--- config.mk ---
export PLATFORM = sky130hd
export DESIGN_NAME = host_slave_port
export DESIGN_NICKNAME = d
export VERILOG_FILES = /design/src/rtl/hsp_pkg.sv /design/src/rtl/hsp_detect.sv /design/src/rtl/hsp_reloc.sv /design/src/rtl/hsp_decode.sv /design/src/rtl/host_slave_port.sv
export SDC_FILE = /design/constraint.sdc
export NUM_CORES = 1
export LEC_CHECK = 0
export CAP_MARGIN = 40
export CORE_MARGIN = 4
export CORE_UTILIZATION = 44
export CTS_CLUSTER_SIZE = 12
export DETAILED_ROUTE_END_ITERATION = 7
export MAX_ROUTING_LAYER = met4
export PLACE_DENSITY = 0.81
export SLEW_MARGIN = 10
export SYNTH_ARGS = -nofsm -noshare
export SYNTH_HDL_FRONTEND = slang
export SYNTH_SLANG_ARGS = --single-unit
--- constraint.sdc ---
create_clock -name clk -period 2.5 [get_ports clk]
set_input_delay 0.375 -clock clk [delete_from_list [all_inputs] [get_ports clk]]
set_output_delay 0.375 -clock clk [all_outputs]
set_load 0.1 [all_outputs]
--- src/rtl/hsp_pkg.sv ---
package hsp_pkg;
  localparam int ADDR_W   = 22;
  localparam int DATA_W   = 16;
  localparam int WIN_BITS = 7;
  localparam int BASE_W   = ADDR_W - WIN_BITS;
  localparam int LANES    = DATA_W / 8;

  // true when the address falls inside the relocated block and the space matches
  function automatic logic window_match(input logic [ADDR_W-1:0] a,
                                        input logic [BASE_W-1:0] base,
                                        input logic map_mem,
                                        input logic mio);
    return (a[ADDR_W-1:WIN_BITS] == base) && (mio == map_mem);
  endfunction

  // byte-lane enables: bit 0 low byte, bit 1 high byte
  function automatic logic [LANES-1:0] lane_decode(input logic bhe_n, input logic a0);
    return {~bhe_n, ~a0};
  endfunction
endpackage

--- src/rtl/hsp_detect.sv ---
module hsp_detect (
  input  logic clk,
  input  logic rst_n,
  input  logic bus_master,
  input  logic cs_n,
  input  logic rd_n,
  input  logic wr_n,
  output logic access_on,
  output logic access_start,
  output logic sen
);
  logic on_q;

  assign access_on    = ~bus_master & ~cs_n & (~rd_n | ~wr_n);
  assign access_start = access_on & ~on_q;

  always_ff @(posedge clk or negedge rst_n) begin
    if (!rst_n) begin
      on_q <= 1'b0;
      sen  <= 1'b0;
    end else begin
      on_q <= access_on;
      sen  <= access_on;
    end
  end

  a_r1_sen_rises: assert property (@(posedge clk) disable iff (!rst_n)
    access_start |=> sen);
  a_r2_sen_falls: assert property (@(posedge clk) disable iff (!rst_n)
    $fell(access_on) |=> !sen);
  a_r3_master_blocks: assert property (@(posedge clk) disable iff (!rst_n)
    bus_master |=> !sen);
endmodule

--- src/rtl/hsp_reloc.sv ---
module hsp_reloc
  import hsp_pkg::*;
(
  input  logic              clk,
  input  logic              rst_n,
  input  logic              load,
  input  logic [LANES-1:0]  lane_en,
  input  logic [DATA_W-1:0] wdata,
  output logic [DATA_W-1:0] reloc_q,
  output logic [BASE_W-1:0] base,
  output logic              map_mem
);
  for (genvar i = 0; i < LANES; i++) begin : g_lane
    always_ff @(posedge clk or negedge rst_n) begin
      if (!rst_n)
        reloc_q[8*i +: 8] <= 8'h00;
      else if (load && lane_en[i])
        reloc_q[8*i +: 8] <= wdata[8*i +: 8];
    end
  end

  assign base    = reloc_q[BASE_W:1];
  assign map_mem = reloc_q[0];

  a_r7_hold_without_load: assert property (@(posedge clk) disable iff (!rst_n)
    !load |=> $stable(reloc_q));
endmodule

--- src/rtl/hsp_decode.sv ---
module hsp_decode
  import hsp_pkg::*;
#(
  parameter int RELOC_WORD = 0
) (
  input  logic              clk,
  input  logic              rst_n,
  input  logic              access_on,
  input  logic              access_start,
  input  logic [ADDR_W-1:0] addr,
  input  logic              mio,
  input  logic              bhe_n,
  input  logic              wr_n,
  input  logic [BASE_W-1:0] base,
  input  logic              map_mem,
  input  logic [DATA_W-1:0] reloc_q,
  output logic              reloc_load,
  output logic [LANES-1:0]  lane_now,
  output logic              win_hit,
  output logic              mem_fwd,
  output logic [LANES-1:0]  lanes,
  output logic              acc_write,
  output logic [ADDR_W-1:0] acc_addr,
  output logic [DATA_W-1:0] rdata
);
  logic hit_now, reloc_word_sel;

  assign hit_now        = window_match(addr, base, map_mem, mio);
  assign lane_now       = lane_decode(bhe_n, addr[0]);
  assign reloc_word_sel = (addr[WIN_BITS-1:1] == (WIN_BITS-1)'(RELOC_WORD));
  assign reloc_load     = access_start & hit_now & ~wr_n & reloc_word_sel;

  always_ff @(posedge clk or negedge rst_n) begin
    if (!rst_n) begin
      win_hit   <= 1'b0;
      mem_fwd   <= 1'b0;
      lanes     <= '0;
      acc_write <= 1'b0;
      acc_addr  <= '0;
      rdata     <= '0;
    end else if (access_start) begin
      win_hit   <= hit_now;
      mem_fwd   <= ~hit_now;
      lanes     <= lane_now;
      acc_write <= ~wr_n;
      acc_addr  <= addr;
      rdata     <= (hit_now && wr_n && reloc_word_sel) ? reloc_q : '0;
    end else if (!access_on) begin
      win_hit   <= 1'b0;
      mem_fwd   <= 1'b0;
      lanes     <= '0;
      acc_write <= 1'b0;
      acc_addr  <= '0;
      rdata     <= '0;
    end
  end

  a_r10_hold_during_access: assert property (@(posedge clk) disable iff (!rst_n)
    (access_on && !access_start) |=> $stable({win_hit, mem_fwd, lanes, acc_write, acc_addr, rdata}));
  a_r2_idle_clears: assert property (@(posedge clk) disable iff (!rst_n)
    !access_on |=> !(win_hit || mem_fwd || acc_write));
endmodule

--- src/rtl/host_slave_port.sv ---
module host_slave_port
  import hsp_pkg::*;
(
  input  logic              clk,
  input  logic              rst_n,
  input  logic              bus_master,
  input  logic              cs_n,
  input  logic              rd_n,
  input  logic              wr_n,
  input  logic              mio,
  input  logic              bhe_n,
  input  logic [21:0]       addr,
  input  logic [15:0]       wdata,
  output logic              sen,
  output logic              win_hit,
  output logic              mem_fwd,
  output logic              lane_lo,
  output logic              lane_hi,
  output logic              acc_write,
  output logic [21:0]       acc_addr,
  output logic [15:0]       rdata
);
  logic              access_on, access_start, reloc_load, map_mem;
  logic [LANES-1:0]  lane_now, lanes;
  logic [DATA_W-1:0] reloc_q;
  logic [BASE_W-1:0] base;

  hsp_detect u_detect (
    .clk(clk), .rst_n(rst_n), .bus_master(bus_master), .cs_n(cs_n),
    .rd_n(rd_n), .wr_n(wr_n), .access_on(access_on),
    .access_start(access_start), .sen(sen)
  );

  hsp_reloc u_reloc (
    .clk(clk), .rst_n(rst_n), .load(reloc_load), .lane_en(lane_now),
    .wdata(wdata), .reloc_q(reloc_q), .base(base), .map_mem(map_mem)
  );

  hsp_decode #(.RELOC_WORD(0)) u_decode (
    .clk(clk), .rst_n(rst_n), .access_on(access_on),
    .access_start(access_start), .addr(addr), .mio(mio), .bhe_n(bhe_n),
    .wr_n(wr_n), .base(base), .map_mem(map_mem), .reloc_q(reloc_q),
    .reloc_load(reloc_load), .lane_now(lane_now), .win_hit(win_hit),
    .mem_fwd(mem_fwd), .lanes(lanes), .acc_write(acc_write),
    .acc_addr(acc_addr), .rdata(rdata)
  );

  assign lane_lo = lanes[0];
  assign lane_hi = lanes[1];

  a_r4_one_class: assert property (@(posedge clk) disable iff (!rst_n)
    sen |-> ($countones({win_hit, mem_fwd}) == 1));
  a_r3_no_reloc_as_master: assert property (@(posedge clk) disable iff (!rst_n)
    bus_master |-> !reloc_load);
endmodule

==> results.md <==
* Max-slew headroom at about half
* Fin crit period at 2.16 ns
* Syn avg cell area at 13.1 sq um
* CTS tree: done
* CP required at approximately 2.7 ns
* Detail Placement HPWL at 4610 microns
* Number of DRC markers in iteration 0 at 73
* Slew at the pin closest to its max-slew limit at ~0.75 ns
* Gr usage total at 19.7%
* Root Buffer: clkbuf_8
* Top area cells in the synthesized netlist: dfrtp_1 (60%), mux2i_1 (8.8%), mux2_2 (6.8%), a22o_1 (5.6%), xor2_1 (5.6%)
* Post-Route WL at slightly above 6000 microns
* Share of cells above drive strength 1 at 30.5%
* Synth Area in Compound Gates at approximately 7%
* Vias in the first global route at 1998
* DRC at 0
* Crit-path max FO at 4
* Total CTS buffers at 9
* CTS max path bufs at 2
* Core Region at 0.00551 sq mm
* Fin cells at between 300 and 400
* Max-Cap Viols at 0
* Mux cell area share after synthesis at 16.1%
* Dpl cells at around 350
* Total grt overflow at 0
* Endpoints failing setup at 0
* Ant. Diodes at 0
* Pwr/cell area at 646 mW/mm^2
* Slack of the worst reg-to-reg path at approximately 0.43 ns
* Clock slew at reported path FFs at 0.07 ns
* # hold bufs at CTS at 0
* Simple-gate area share of the yosys netlist at 9.33%
* Tot Pwr at 0.00237 W
* Sequential share of the synthesized area at 60.2%
* # rows at 27
* Fin nets at 339
* Synth Area in XOR/XNOR at under 10%
* Worst-skew pair later-pin latency at 0.33 ns
* Fmax achieved at between 400 and 500 MHz
* Util after Layout at 66.6%
* Largest family of logic cells by synthesized area: multiplexers
* Die Width at 83.3 microns
* Mapped Nets at 237
* Die H at 83.3 microns
* WL per Instance at 16.8 microns
* Crit path kind: in -> reg
* Die footprint at 0.00694 sq mm
* Clk_skew at around 0.01 ns
* Resize count post-CTS at 0
* Yosys warnings at 0
* Antenna Nets Post-Route at 0
* Synth Register Bits at 60
* Final Hold Fails at 0
* Post-synth top flop: dfrtp_1
* Post-synthesis cell type count at 24
* Gp weighted congestion at 0.763
* CP Launch Type: primary input
* LEAKAGE at about 1.8 nW
* Outcome: complete, no violations
* RSZ-0062 raised after global routing: no
* Area grow syn2layout at 47.0%
* Peak supply drop at between 0.4 and 0.5 mV
* Drt pass-1 iters at 4
* Most area-hungry cell type in the Yosys netlist: dfrtp_1
* Num ports at 90
* H-tree levels at 3
* Top-count cell post-synth: dfrtp_1
* Setup TNS at 0 ns
* Pin count of the biggest net entering global routing at 35
* CP Capture Type: register
* Total vias in the final route at 1875
* Final period util at 86.3%
* Synth async-reset ratio at 100%
* Synth top area share at 60.2%
* Initial Util at 45.3%
* EDFF count, synth at 0
* Synth cell count leaders: dfrtp_1 (60), nor2_1 (29), mux2i_1 (22)
* Hold WC Path Type: in -> async
* Post CTS Setup Buffer Count at 0
* Final Max Slew Viols at 0
* Via density at 5.07
* Netlist Area Pre-Place at approximately 0.0025 sq mm
* Worst EP arrival at around 2.4 ns
* Global-route wire length before repair at 10400 microns
* Post-Syn Instances at 191
* Antenna violations before repair at 0
* Clock sink total at 60
* Post-Synth Adder-Cell Area at 0%
* PortBufs at 89
## worst paths after layout
kind                       depth (start not counted)            endpoint                from
min in group clk                                   1  u_decode.rdata[15]  u_decode.rdata[15]
max reg2reg                                        7     u_reloc.base[5]     u_reloc.base[8]
min reg2reg                                        1  u_decode.rdata[15]  u_decode.rdata[15]
max                                                8     u_reloc.base[5]            addr[17]
min                                                1  u_decode.acc_write               rst_n
max in group asynchronous                          2   u_decode.rdata[0]               rst_n
## power by group
| part | leakage (nW) | switching [W] | internal [W] |
|---|---|---|---|
| clock | 0.117 | 0.000379 | 0.000664 |
| sequential | 0.829 | 0.00000847 | 0.000986 |
| combinational | 0.880 | 0.000212 | 0.000118 |
| total | 1.83 | 0.000600 | 0.00177 |
## cell type report
type / count / area [sq um]
Fill cell: 429 / 1840
Sequential cell: 60 / 1500
Multi-Input combinational cell: 119 / 945
Timing Repair Buffer: 101 / 882
Clock buffer: 10 / 128
Clock inverter: 6 / 111
Tap cell: 72 / 90.1
Inverter: 2 / 7.51
## metrics by stage
step                setup WS [ns]  instance area, sq um  hold slack [ns]
global placement          -0.0427                  3410            0.477
CTS                         0.314                  3660            0.125
global route                0.237                  3660            0.164
floorplan                   0.151                  2490           0.0794
detailed placement        -0.0331                  3430            0.482
finish                      0.341                  3660            0.113
## cells by family (layout without fill, tap and decap cells)
kind of cell    Yosys count  count (layout)
compound gates           21              21
xor+xnor                 16              16
flops                    60              60
simple gates             44              44
buf+inv                  12             119
mux                      38              38
## critical path: stages
cell and delay [ns]:
clkdlybuf4s50_1 0.45, xor2_1 0.16, nor4_1 0.33, nand4_1 0.12
buf_4 0.19, nor4_4 0.23, buf_4 0.18, mux2_2 0.33
## per-layer routing
metal	track usage, %	vias up	part of all wire (%)
met3	5.95	10	5.5
li1	-	876	-
met1	24.1	925	44
met5	-	-	0
met4	6.24	0	1.5
met2	31.3	64	49
## cell usage in the layout, fill, tap and decap left out
cell type	n
inv_6	1
nor2b_1	1
clkinvlp_4	1
and2_1	1
nor2_1	29
clkinv_2	1
buf_6	1
dfrtp_1	60
nor3_1	2
xor2_1	16
nand3_1	1
mux2_1	1
buf_12	1
bufinv_16	3
clkbuf_1	1
nor4_4	2
a21oi_1	3
buf_4	54
inv_2	1
nand4_1	1
mux2i_1	22
nor4_1	5
a22o_1	16
buf_2	1
clkdlybuf4s50_1	44
and2_0	1
mux2_2	15
o21a_1	1
clkbuf_8	9
inv_1	1
a211o_1	1
nor3_2	1
## flip-flops by register name, summed over array words and instances, names as in the netlist
register / flops
u_decode.mem_fwd: 1
u_decode.acc_write: 1
u_decode.acc_addr: 22
u_reloc.map_mem: 1
u_decode.rdata: 16
u_detect.sen: 1
u_reloc.base: 15
u_decode.lanes: 2
u_decode.win_hit: 1
(Power assumes the default switching activity.)
